==> config.mk <==
export PLATFORM = sky130hd
export DESIGN_NAME = smb_cmd_engine
export DESIGN_NICKNAME = d
export VERILOG_FILES = /design/src/rtl/smb_pkg.sv /design/src/rtl/smb_line_sync.sv /design/src/rtl/smb_regbank.sv /design/src/rtl/smb_cmd_engine.sv
export SDC_FILE = /design/constraint.sdc
export NUM_CORES = 1
export LEC_CHECK = 0
export ABC_AREA = 1
export BUFFER_PORTS_ARGS = -buffer_cell sky130_fd_sc_hd__buf_2
export CAP_MARGIN = 20
export CORE_UTILIZATION = 35
export CTS_BUF_LIST = sky130_fd_sc_hd__clkbuf_8
export CTS_CLUSTER_SIZE = 10
export DETAILED_ROUTE_END_ITERATION = 10
export PLACE_DENSITY = 0.53
export SKIP_CTS_REPAIR_TIMING = 1
export SLEW_MARGIN = 10
export SYNTH_ARGS = -nofsm -noshare
export SYNTH_HDL_FRONTEND = slang
export SYNTH_SLANG_ARGS = --single-unit
==> constraint.sdc <==
create_clock -name clk -period 3.28 [get_ports clk]
set_input_delay 0.164 -clock clk [delete_from_list [all_inputs] [get_ports clk]]
set_output_delay 0.164 -clock clk [all_outputs]
set_load 0.01 [all_outputs]
==> src/rtl/smb_pkg.sv <==
package smb_pkg;
    localparam int BYTE_W = 8;
    localparam int NUM_REGS = 6;
    localparam int REG_IW = $clog2(NUM_REGS);
    localparam logic [7:0] ALERT_RESP_BYTE = 8'h19;
    localparam logic [7:0] CMD_PIN_STATUS = 8'h06;
    localparam logic [7:0] CMD_RELOAD_ADDR = 8'h07;
    localparam logic [7:0] CMD_SOFT_RESET = 8'h08;
    localparam logic [7:0] CMD_IDENT = 8'hFE;
    localparam logic [7:0] IDENT_VALUE = 8'h4D;

    typedef enum logic [2:0] {
        PH_IDLE,
        PH_ADDR,
        PH_CMD,
        PH_DATA,
        PH_TX,
        PH_DONE
    } phase_e;

    typedef struct packed {
        phase_e      phase;
        logic [3:0]  cnt;
        logic [7:0]  sh;
        logic        oe;
        logic [6:0]  addr;
        logic [7:0]  ptr;
        logic        ara;
        logic        mack;
        logic        loaded;
    } eng_state_t;
endpackage

==> src/rtl/smb_line_sync.sv <==
module smb_line_sync #(
    parameter int STAGES = 2
) (
    input  logic clk,
    input  logic rst_n,
    input  logic din,
    output logic level,
    output logic rise,
    output logic fall
);
    logic [STAGES-1:0] sync_q, sync_d;
    logic              prev_q, prev_d;

    always_comb begin
        sync_d = {sync_q[STAGES-2:0], din};
        prev_d = sync_q[STAGES-1];
    end

    always_ff @(posedge clk or negedge rst_n) begin
        if (!rst_n) begin
            sync_q <= '1;
            prev_q <= 1'b1;
        end else begin
            sync_q <= sync_d;
            prev_q <= prev_d;
        end
    end

    assign level = sync_q[STAGES-1];
    assign rise  = level & ~prev_q;
    assign fall  = ~level & prev_q;
endmodule

==> src/rtl/smb_regbank.sv <==
module smb_regbank
    import smb_pkg::*;
#(
    parameter logic [7:0] OUT_INIT  = 8'hFF,
    parameter logic [7:0] MASK_INIT = 8'hFF
) (
    input  logic                            clk,
    input  logic                            rst_n,
    input  logic                            wr_en,
    input  logic [REG_IW-1:0]               wr_idx,
    input  logic [BYTE_W-1:0]               wr_data,
    input  logic                            sw_rst,
    input  logic [7:0]                      rd_cmd,
    input  logic [BYTE_W-1:0]               pins,
    output logic [BYTE_W-1:0]               rd_data,
    output logic [NUM_REGS-1:0][BYTE_W-1:0] regs
);
    for (genvar g = 0; g < NUM_REGS; g++) begin : g_reg
        localparam logic [7:0] INIT = (g % 3 == 0) ? OUT_INIT : MASK_INIT;
        logic [BYTE_W-1:0] r_d, r_q;

        always_comb begin
            r_d = r_q;
            if (sw_rst) r_d = INIT;
            if (wr_en && wr_idx == REG_IW'(g)) r_d = wr_data;
        end

        always_ff @(posedge clk or negedge rst_n) begin
            if (!rst_n) r_q <= INIT;
            else        r_q <= r_d;
        end

        assign regs[g] = r_q;
    end

    always_comb begin
        if (rd_cmd < 8'(NUM_REGS))       rd_data = regs[rd_cmd[REG_IW-1:0]];
        else if (rd_cmd == CMD_PIN_STATUS) rd_data = pins;
        else if (rd_cmd == CMD_IDENT)      rd_data = IDENT_VALUE;
        else                               rd_data = '0;
    end


    redirect_idx_chk: assert property (@(posedge clk) disable iff (!rst_n)
        wr_en |-> (wr_idx < REG_IW'(NUM_REGS)));


    soft_reset_init_chk: assert property (@(posedge clk) disable iff (!rst_n)
        (sw_rst && !wr_en) |=> (regs[0] == OUT_INIT && regs[3] == OUT_INIT &&
                                regs[1] == MASK_INIT && regs[2] == MASK_INIT &&
                                regs[4] == MASK_INIT && regs[5] == MASK_INIT));
endmodule

==> src/rtl/smb_cmd_engine.sv <==
module smb_cmd_engine
    import smb_pkg::*;
#(
    parameter logic [7:0] OUT_INIT    = 8'hFF,
    parameter logic [7:0] MASK_INIT   = 8'hFF,
    parameter int         SYNC_STAGES = 2
) (
    input  logic       clk,
    input  logic       rst_n,
    input  logic       scl_i,
    input  logic       sda_i,
    output logic       sda_oe,
    input  logic [6:0] own_addr,
    input  logic [7:0] pins_i,
    output logic [7:0] norm_out,
    output logic [7:0] norm_rise_mask,
    output logic [7:0] norm_fall_mask,
    output logic [7:0] susp_out,
    output logic [7:0] susp_rise_mask,
    output logic [7:0] susp_fall_mask
);
    localparam int NLINES = 2;

    logic [NLINES-1:0] line_raw, line_lvl, line_rise, line_fall;
    assign line_raw = {sda_i, scl_i};

    for (genvar l = 0; l < NLINES; l++) begin : g_sync
        smb_line_sync #(.STAGES(SYNC_STAGES)) i_sync (
            .clk  (clk),
            .rst_n(rst_n),
            .din  (line_raw[l]),
            .level(line_lvl[l]),
            .rise (line_rise[l]),
            .fall (line_fall[l])
        );
    end

    logic scl_hi, scl_rise, scl_fall, sda_lvl, bus_start, bus_stop;
    assign scl_hi    = line_lvl[0];
    assign scl_rise  = line_rise[0];
    assign scl_fall  = line_fall[0];
    assign sda_lvl   = line_lvl[1];
    assign bus_start = scl_hi & line_fall[1];
    assign bus_stop  = scl_hi & line_rise[1];

    eng_state_t s_q, s_d;

    logic                            wr_en, sw_rst;
    logic [REG_IW-1:0]               wr_idx;
    logic [7:0]                      wr_data, rd_data, load_byte;
    logic                            own_hit, ara_hit;
    logic [NUM_REGS-1:0][BYTE_W-1:0] regs;

    smb_regbank #(.OUT_INIT(OUT_INIT), .MASK_INIT(MASK_INIT)) i_regbank (
        .clk    (clk),
        .rst_n  (rst_n),
        .wr_en  (wr_en),
        .wr_idx (wr_idx),
        .wr_data(wr_data),
        .sw_rst (sw_rst),
        .rd_cmd (s_q.ptr),
        .pins   (pins_i),
        .rd_data(rd_data),
        .regs   (regs)
    );

    always_comb begin
        s_d       = s_q;
        wr_en     = 1'b0;
        wr_idx    = '0;
        wr_data   = s_q.sh;
        sw_rst    = 1'b0;
        load_byte = s_q.ara ? {s_q.addr, 1'b0} : rd_data;
        own_hit   = (s_q.sh[7:1] == s_q.addr);
        ara_hit   = (s_q.sh == ALERT_RESP_BYTE);

        if (!s_q.loaded) begin
            s_d.addr   = own_addr;
            s_d.loaded = 1'b1;
        end

        if (bus_start) begin
            s_d.phase = PH_ADDR;
            s_d.cnt   = '0;
            s_d.oe    = 1'b0;
            s_d.ara   = 1'b0;
        end else if (bus_stop) begin
            s_d.phase = PH_IDLE;
            s_d.cnt   = '0;
            s_d.oe    = 1'b0;
        end else if (s_q.phase != PH_IDLE) begin
            if (scl_rise) begin
                if (s_q.cnt < 4'd8) begin
                    if (s_q.phase != PH_TX) s_d.sh = {s_q.sh[6:0], sda_lvl};
                    s_d.cnt = s_q.cnt + 4'd1;
                end else if (s_q.cnt == 4'd8) begin
                    s_d.cnt  = 4'd9;
                    s_d.mack = ~sda_lvl;
                end
            end else if (scl_fall) begin
                if (s_q.phase == PH_TX && s_q.cnt >= 4'd1 && s_q.cnt <= 4'd7) begin
                    s_d.sh = {s_q.sh[6:0], 1'b0};
                    s_d.oe = ~s_q.sh[6];
                end else if (s_q.cnt == 4'd8) begin
                    unique case (s_q.phase)
                        PH_ADDR: begin
                            if (own_hit || ara_hit) begin
                                s_d.oe  = 1'b1;
                                s_d.ara = ara_hit & ~own_hit;
                            end else begin
                                s_d.phase = PH_IDLE;
                            end
                        end
                        PH_CMD, PH_DATA: s_d.oe = 1'b1;
                        default:         s_d.oe = 1'b0;
                    endcase
                end else if (s_q.cnt == 4'd9) begin
                    s_d.cnt = '0;
                    s_d.oe  = 1'b0;
                    unique case (s_q.phase)
                        PH_ADDR: begin
                            if (s_q.sh[0]) begin
                                s_d.phase = PH_TX;
                                s_d.sh    = load_byte;
                                s_d.oe    = ~load_byte[7];
                            end else begin
                                s_d.phase = PH_CMD;
                            end
                        end
                        PH_CMD: begin
                            s_d.ptr   = s_q.sh;
                            s_d.phase = PH_DATA;
                            if (s_q.sh == CMD_RELOAD_ADDR || s_q.sh == CMD_SOFT_RESET)
                                s_d.addr = own_addr;
                            sw_rst = (s_q.sh == CMD_SOFT_RESET);
                        end
                        PH_DATA: begin
                            wr_en     = 1'b1;
                            wr_idx    = (s_q.ptr < 8'(NUM_REGS)) ? s_q.ptr[REG_IW-1:0] : '0;
                            s_d.phase = PH_DONE;
                        end
                        PH_TX: begin
                            if (s_q.mack) begin
                                s_d.sh = load_byte;
                                s_d.oe = ~load_byte[7];
                            end else begin
                                s_d.phase = PH_IDLE;
                            end
                        end
                        default: ;
                    endcase
                end
            end
        end
    end

    always_ff @(posedge clk or negedge rst_n) begin
        if (!rst_n) begin
            s_q <= '{phase: PH_IDLE, cnt: '0, sh: '0, oe: 1'b0, addr: '0,
                     ptr: '0, ara: 1'b0, mack: 1'b0, loaded: 1'b0};
        end else begin
            s_q <= s_d;
        end
    end

    assign sda_oe         = s_q.oe;
    assign norm_out       = regs[0];
    assign norm_rise_mask = regs[1];
    assign norm_fall_mask = regs[2];
    assign susp_out       = regs[3];
    assign susp_rise_mask = regs[4];
    assign susp_fall_mask = regs[5];


    idle_released_chk: assert property (@(posedge clk) disable iff (!rst_n)
        (s_q.phase == PH_IDLE) |-> !s_q.oe);


    start_release_chk: assert property (@(posedge clk) disable iff (!rst_n)
        bus_start |=> (!s_q.oe && s_q.cnt == 4'd0 && s_q.phase == PH_ADDR));


    ptr_hold_chk: assert property (@(posedge clk) disable iff (!rst_n)
        !scl_fall |=> $stable(s_q.ptr));


    ack_window_chk: assert property (@(posedge clk) disable iff (!rst_n)
        (s_q.oe && (s_q.phase == PH_ADDR || s_q.phase == PH_CMD || s_q.phase == PH_DATA))
            |-> (s_q.cnt >= 4'd8));
endmodule

Yosys cells after proc, flatten, opt, wreduce, memory -nomap -nowiden
Index checks and enable logic that the tools add are counted.
{"block": "totals", "mem_bits_ro": 0, "memories": 0, "output_inout_bits": 49, "latchBits": 0, "in_bits": 19, "register_bits": 88, "mem_bits_rw": 0}
{"block": "op_classes", "n_lt_le_gt_ge": 5, "div_mod_pow": 0, "bitwise": 20, "n_shift": 0, "mux": 97, "addsub": 1, "n_mul": 0, "n_eq_ne": 39, "n_reduce_logical": 40}
{"op": "$mux W31", "count": 8}
{"op": "$mux W8", "count": 13}
{"op": "$mux W12", "count": 8}
{"op": "$mux W3", "count": 16}
{"op": "$mux W15", "count": 3}
{"op": "$mux W7", "count": 6}
{"op": "$mux W17", "count": 2}
{"op": "$mux W33", "count": 1}
{"op": "$mux W32", "count": 1}
{"op": "$mux W1", "count": 29}
{"op": "$mux W9", "count": 3}
{"op": "$bmux W8 S3", "count": 1}
{"op": "$reduce_bool A2 Y1", "count": 12}
{"op": "$pmux W9 S2", "count": 1}
{"op": "$reduce_and A9 Y1", "count": 2}
{"op": "$eq A8 B3 Y1 const B", "count": 2}
{"op": "$mux W16", "count": 1}
{"op": "$ne A8 B7 Y1 const B", "count": 2}
{"op": "$not A1 Y1", "count": 13}
{"op": "$eq A3 B2 Y1 const B", "count": 4}
{"op": "$ne A4 B3 Y1 const B", "count": 3}
{"op": "$pmux W3 S4", "count": 1}
{"op": "$reduce_and A6 Y1", "count": 2}
{"op": "$reduce_bool A4 Y1", "count": 3}
{"op": "other kinds (37)", "count": 65}

Logic depth before layout (Yosys ltp)
{"block": "depth", "word_depth": 29, "depth_mapped": 17, "mapped_depth_nobuf": 17}

Hierarchy
Synthesis repeated with hierarchy kept, for this count alone.
{"block": "hier_totals", "hier_cells": 725, "area_unflattened_um2": 5271.3}
{"module": "smb_regbank", "n_inst": 1, "area_each_um2": 2700.1, "cells_per_inst": 369}
{"module": "smb_cmd_engine", "n_inst": 1, "area_each_um2": 2383.5, "cells_per_inst": 342}
{"module": "smb_line_sync", "n_inst": 2, "area_each_um2": 93.8, "cells_per_inst": 7}

Worst setup path after synthesis
OpenSTA, ideal clock, no wires.
{"block": "synth_timing", "path_kind": "flip-flop to flip-flop", "start": "reg g_sync[0].i_sync.prev_q", "end": "reg i_regbank.g_reg[2].r_q[6]", "path_stages_with_launch": 14, "synth_period_minus_slack_ns": 2.074, "slack_ns": 1.206, "arrival_ns": 1.999, "setup_time_ns": 0.076, "cell_sequence": "dfstp_2 > inv_1 > ha_1 > nor2_4 > nand2_2 > nor2_4 > inv_2 > nor2_4 > nand2_4 > nor3_4 > nand2_2 > buf_6 > o21ai_1 > inv_1"}
{"block": "synth_via", "elab_chain_len": 9}
{"element": "from (decl)", "line_no": "smb_line_sync.sv:12", "source": "logic prev_q, prev_d;"}
{"element": "from (signal assigned)", "line_no": "smb_line_sync.sv:25", "source": "prev_q <= prev_d;"}
{"element": "$and A1 B1 Y1 or $not A1 Y1 (tied branches)", "line_no": "smb_line_sync.sv:31, smb_line_sync.sv:30"}
{"element": "$mux W3 or $and A1 B1 Y1 (tied branches)", "line_no": "smb_cmd_engine.sv:100, smb_line_sync.sv:30"}
{"element": "$mux W3", "line_no": "smb_cmd_engine.sv:92", "source": "if (scl_rise) begin"}
{"element": "$mux W3", "line_no": "smb_cmd_engine.sv:91", "source": "end else if (s_q.phase != PH_IDLE) begin"}
{"element": "$mux W3", "line_no": "smb_cmd_engine.sv:87", "source": "end else if (bus_stop) begin"}
{"element": "$mux W3", "line_no": "smb_cmd_engine.sv:82", "source": "if (bus_start) begin"}
{"element": "$eq A3 B2 Y1", "line_no": "smb_regbank.sv:25", "source": "if (wr_en && wr_idx == REG_IW'(g)) r_d = wr_data;"}
{"element": "$logic_and A1 B1 Y1", "line_no": "smb_regbank.sv:25"}
{"element": "$mux W8 or $reduce_bool A2 Y1 (tied branches)"}
{"element": "to (signal assigned)", "line_no": "smb_regbank.sv:30", "source": "else r_q <= r_d;"}
{"element": "to (decl)", "line_no": "smb_regbank.sv:20", "source": "logic [BYTE_W-1:0] r_d, r_q;"}
Several ways; a longest one is shown, not always the timed one.
A chain may end at the register's enable or synchronous reset.

Worst setup path in the final report
{"block": "layout_timing", "start": "reg g_sync[0].i_sync.prev_q", "end": "reg i_regbank.g_reg[4].r_q[4]"}
{"block": "layout_via", "elab_chain_len": 9}
{"element": "$and A1 B1 Y1 or $not A1 Y1 (tied branches)", "line_no": "smb_line_sync.sv:31, smb_line_sync.sv:30"}
{"element": "$mux W3 or $and A1 B1 Y1 (tied branches)", "line_no": "smb_cmd_engine.sv:100, smb_line_sync.sv:30"}
{"element": "$mux W3", "line_no": "smb_cmd_engine.sv:92"}
{"element": "$mux W3", "line_no": "smb_cmd_engine.sv:91"}
{"element": "$mux W3", "line_no": "smb_cmd_engine.sv:87"}
{"element": "$mux W3", "line_no": "smb_cmd_engine.sv:82"}
{"element": "$eq A3 B3 Y1", "line_no": "smb_regbank.sv:25"}
{"element": "$logic_and A1 B1 Y1", "line_no": "smb_regbank.sv:25"}
{"element": "$mux W8 or $reduce_bool A2 Y1 (tied branches)"}
{"element": "to (signal assigned)", "line_no": "smb_regbank.sv:30"}
{"element": "to (decl)", "line_no": "smb_regbank.sv:20"}
Several ways; a longest one is shown, not always the timed one.

==> flow_summary_export.csv <==
group,metric,value,unit
clock_tree,cts.root.buffer_cell,"clkbuf_8",
route,drc_errors,7,
logic_synthesis,yosysUniqueCellTypes,41,
sta,whs,-76.8,ps
sta,skew,14.9,ps
power,p_leak,3.37,nW
floorplan,die_h,126,µm
placement,numPortBuffers,67,
cells_and_area,drive_gt1_frac,0.230,
logic_synthesis,ys_seq_elements,88,
clock_tree,cts.sinks,88,
logic_synthesis,ys.flop_type,"dfstp_2",
logic_synthesis,netlist_area,0.00534,mm²
clock_tree,cts.clk_slew.worst_paths,90,ps
route,drtAntennaViolNets,0,
route,firstDrtPassIters,9,
logic_synthesis,syn_inst,722,
floorplan,core_area,0.0147,mm²
clock_tree,cts_tree,"built",
placement,dp_hpwl,11700,µm
cells_and_area,area_delta_synth_final,13.8,%
worst_setup_path,cp_slowest_cell,"dfstp_2",
worst_setup_path,max_stage_delay,540,ps
global_route,grt_max_degree,72,
global_route,grt_pass1_wl,25900,µm
worst_hold_path,worst_hold_path_type,"in2async",
logic_synthesis,yosys.area.top_type_share,0.266,
route,vias,4930,
worst_setup_path,critPathBufInv,2,
floorplan,fp.dieArea,0.0158,mm²
cells_and_area,fillers,1570,
power,p_per_area,416,mW/mm²
clock_tree,cts_htree_levels,3,
route,dr_wl_met3,704,µm
run_status,violations,"design-rule violations, negative hold slack",
route,highest_layer,"met4",
sta,fmax,0.402,GHz
floorplan,rows,44,
sta,hold_viol,34,
sta,worstMarginPinSlew,930,ps
logic_synthesis,synth_edf_count,0,
placement,dpl_cell_area,0.00581,mm²
route,avgRoutedWirePerCell,16.4,µm
logic_synthesis,yosysWarnings,0,
logic_synthesis,ys_seq_area_frac,0.425,
floorplan,die_x,126,µm
sta,post-route-period-util,0.759,
sta,final_max_slew_viol_count,0,
worst_setup_path,critPathTopFamily,"simple AND/OR/NAND/NOR gates",
cells_and_area,n_antenna_cell,0,
cells_and_area,final_common_cell,"nand2_1",
logic_synthesis,synth_area_per_cell,7.40,µm²
worst_setup_path,path_class,"reg2reg",
worst_setup_path,cp_max_fo,12,
route,via_per_inst,5.06,
route,routed_wl,15900,µm
global_route,grt_antenna_before_repair,0,
worst_setup_path,crit_top_cell,"nand2_1",
global_route,grt_util_all_layers,0.215,
global_route,first_global_vias,4882,
cells_and_area,final_net_count,810,
clock_tree,numCtsBuffers,9,
route,dr.first_iter.drc_count,421,
logic_synthesis,async_reset_ff_frac,1.00,
floorplan,start_util,0.363,
route,wl_met1,7310,µm
run_status,outcome,"complete, but fails checks",
worst_setup_path,worstSetupEndpointType,"register",
worst_setup_path,crit_chain,"inv_1 > ha_1 > nor2_4 > nand2_2 > nor2_4 > nand2_1 > nor3_2 > nand2_1 > nor2_1 > and2_1 > nand2_1 > nand2_1 > inv_1",
global_route,grt_overflow,0,
worst_setup_path,crit_arrival,2810,ps
clock_tree,clk_latency,390,ps
logic_synthesis,syn-num-nets,747,
sta,rsz0062_at_grt,"no",
clock_tree,clockBufferDepth,2,
sta,final-setup-viol-count,0,
job,max-cap-violations,0,
cells_and_area,final_cell_mix,"nand2_1, inv_1, buf_2, dfstp_2, nor2_1",
sta,totalNegativeSetupSlack,0,ps
floorplan,ios,68,
sta,slew_headroom,0.380,
placement,globalplace.congestion,0.925,
cells_and_area,final_area,0.00608,mm²
worst_setup_path,required,3610,ps
logic_synthesis,synth_area_leaders,"dfstp_2, dfrtp_1, nand2_1",
power,peakVddDrop,0.202,mV
logic_synthesis,yosys.area.top_type,"dfstp_2",
route,wl_met2,7570,µm
sta,finalCriticalPeriod,2490,ps
worst_setup_path,worst_setup_path_start_kind,"register",
-- layer usage --
metal	track usage	vias up
met5	0	-
met4	0.0825	0
met3	0.0334	25
met2	0.355	134
met1	0.282	2338
li1	-	2433
-- power by group --
group          internal (W)  switching, W
registers           0.00115      0.000153
logic             0.0000923      0.000277
clock network      0.000448      0.000414
-- worst reg2reg max path, delay by kind of cell (launching register included) --
family / cells / cell delay (ps)
simple gates: 10 / 1440
flops: 1 / 540
fa+ha+maj: 1 / 370
buf+inv: 2 / 100
-- cells in the mapped netlist (all sizes together), types with 8 or more instances --
master / number
nand2: 181
dfrtp: 34
nand3b: 25
dfstp: 54
o21ai: 62
inv: 131
a21oi: 41
o211ai: 17
nand4: 8
buf: 16
nand3: 52
nor2: 59
nor3: 10
-- through the flow --
step / worst slack, ps / utilization / power [W] / instances
3_5_place_dp: 788 / 0.395 / 0.00167 / 953
6_report: 790 / 0.414 / 0.00253 / 974
3_3_place_gp: 882 / 0.395 / 0.00167 / 953
5_1_grt: 513 / 0.414 / 0.00264 / 974
4_1_cts: 773 / 0.410 / 0.00254 / 969
2_1_floorplan: 1210 / - / 0.00145 / 722
-- final cells by class --
type	instances	area, µm²	area share
Inverter	133	502	0.0825
Timing Repair Buffer	75	410	0.0675
Multi-Input combinational cell	478	2450	0.402
Sequential cell	88	2270	0.373
Tap cell	184	230	0.0379
Clock buffer	10	138	0.0226
Clock inverter	6	82.6	0.0136
-- cell families (layout without fill, tap and decap cells) --
family / count (synthesis) / in the layout / share of synthesized area
buf+inv: 156 / 224 / 0.117
other cells: 1 / 1 / 0.000702
xor+xnor: 4 / 4 / 0.00656
compound gates: 128 / 128 / 0.133
simple gates: 339 / 339 / 0.304
fa+ha+maj: 6 / 6 / 0.0141
flops: 88 / 88 / 0.425
-- state kept, by name, summed over array words and instances, names as in the netlist --
register,flops
g_sync.i_sync.prev_q,2
g_sync.i_sync.sync_q,4
i_regbank.g.r_q,48
s_q,25
sda_oe,1
wr_data,8
-- worst paths after layout --
check / from / end / slack, ps / cells after the start
max: g_sync[0].i_sync.prev_q$_DFF_PN1_ / i_regbank.g_reg[4].r_q[4]$_DFFE_PN1P_ / 790 / 13
min: rst_n / s_q[10]$_DFFE_PN0P_ / -80 / 1
max reg2reg: g_sync[0].i_sync.prev_q$_DFF_PN1_ / i_regbank.g_reg[4].r_q[4]$_DFFE_PN1P_ / 790 / 13
min reg2reg: g_sync[1].i_sync.sync_q[0]$_DFF_PN1_ / g_sync[1].i_sync.sync_q[1]$_DFF_PN1_ / 360 / 0
max in group asynchronous: rst_n / i_regbank.g_reg[0].r_q[0]$_DFFE_PN1P_ / 2550 / 2
min in group clk: own_addr[6] / s_q[17]$_DFF_PN0_ / 10 / 3
Note: power is estimated with default switching activity, not from simulation.
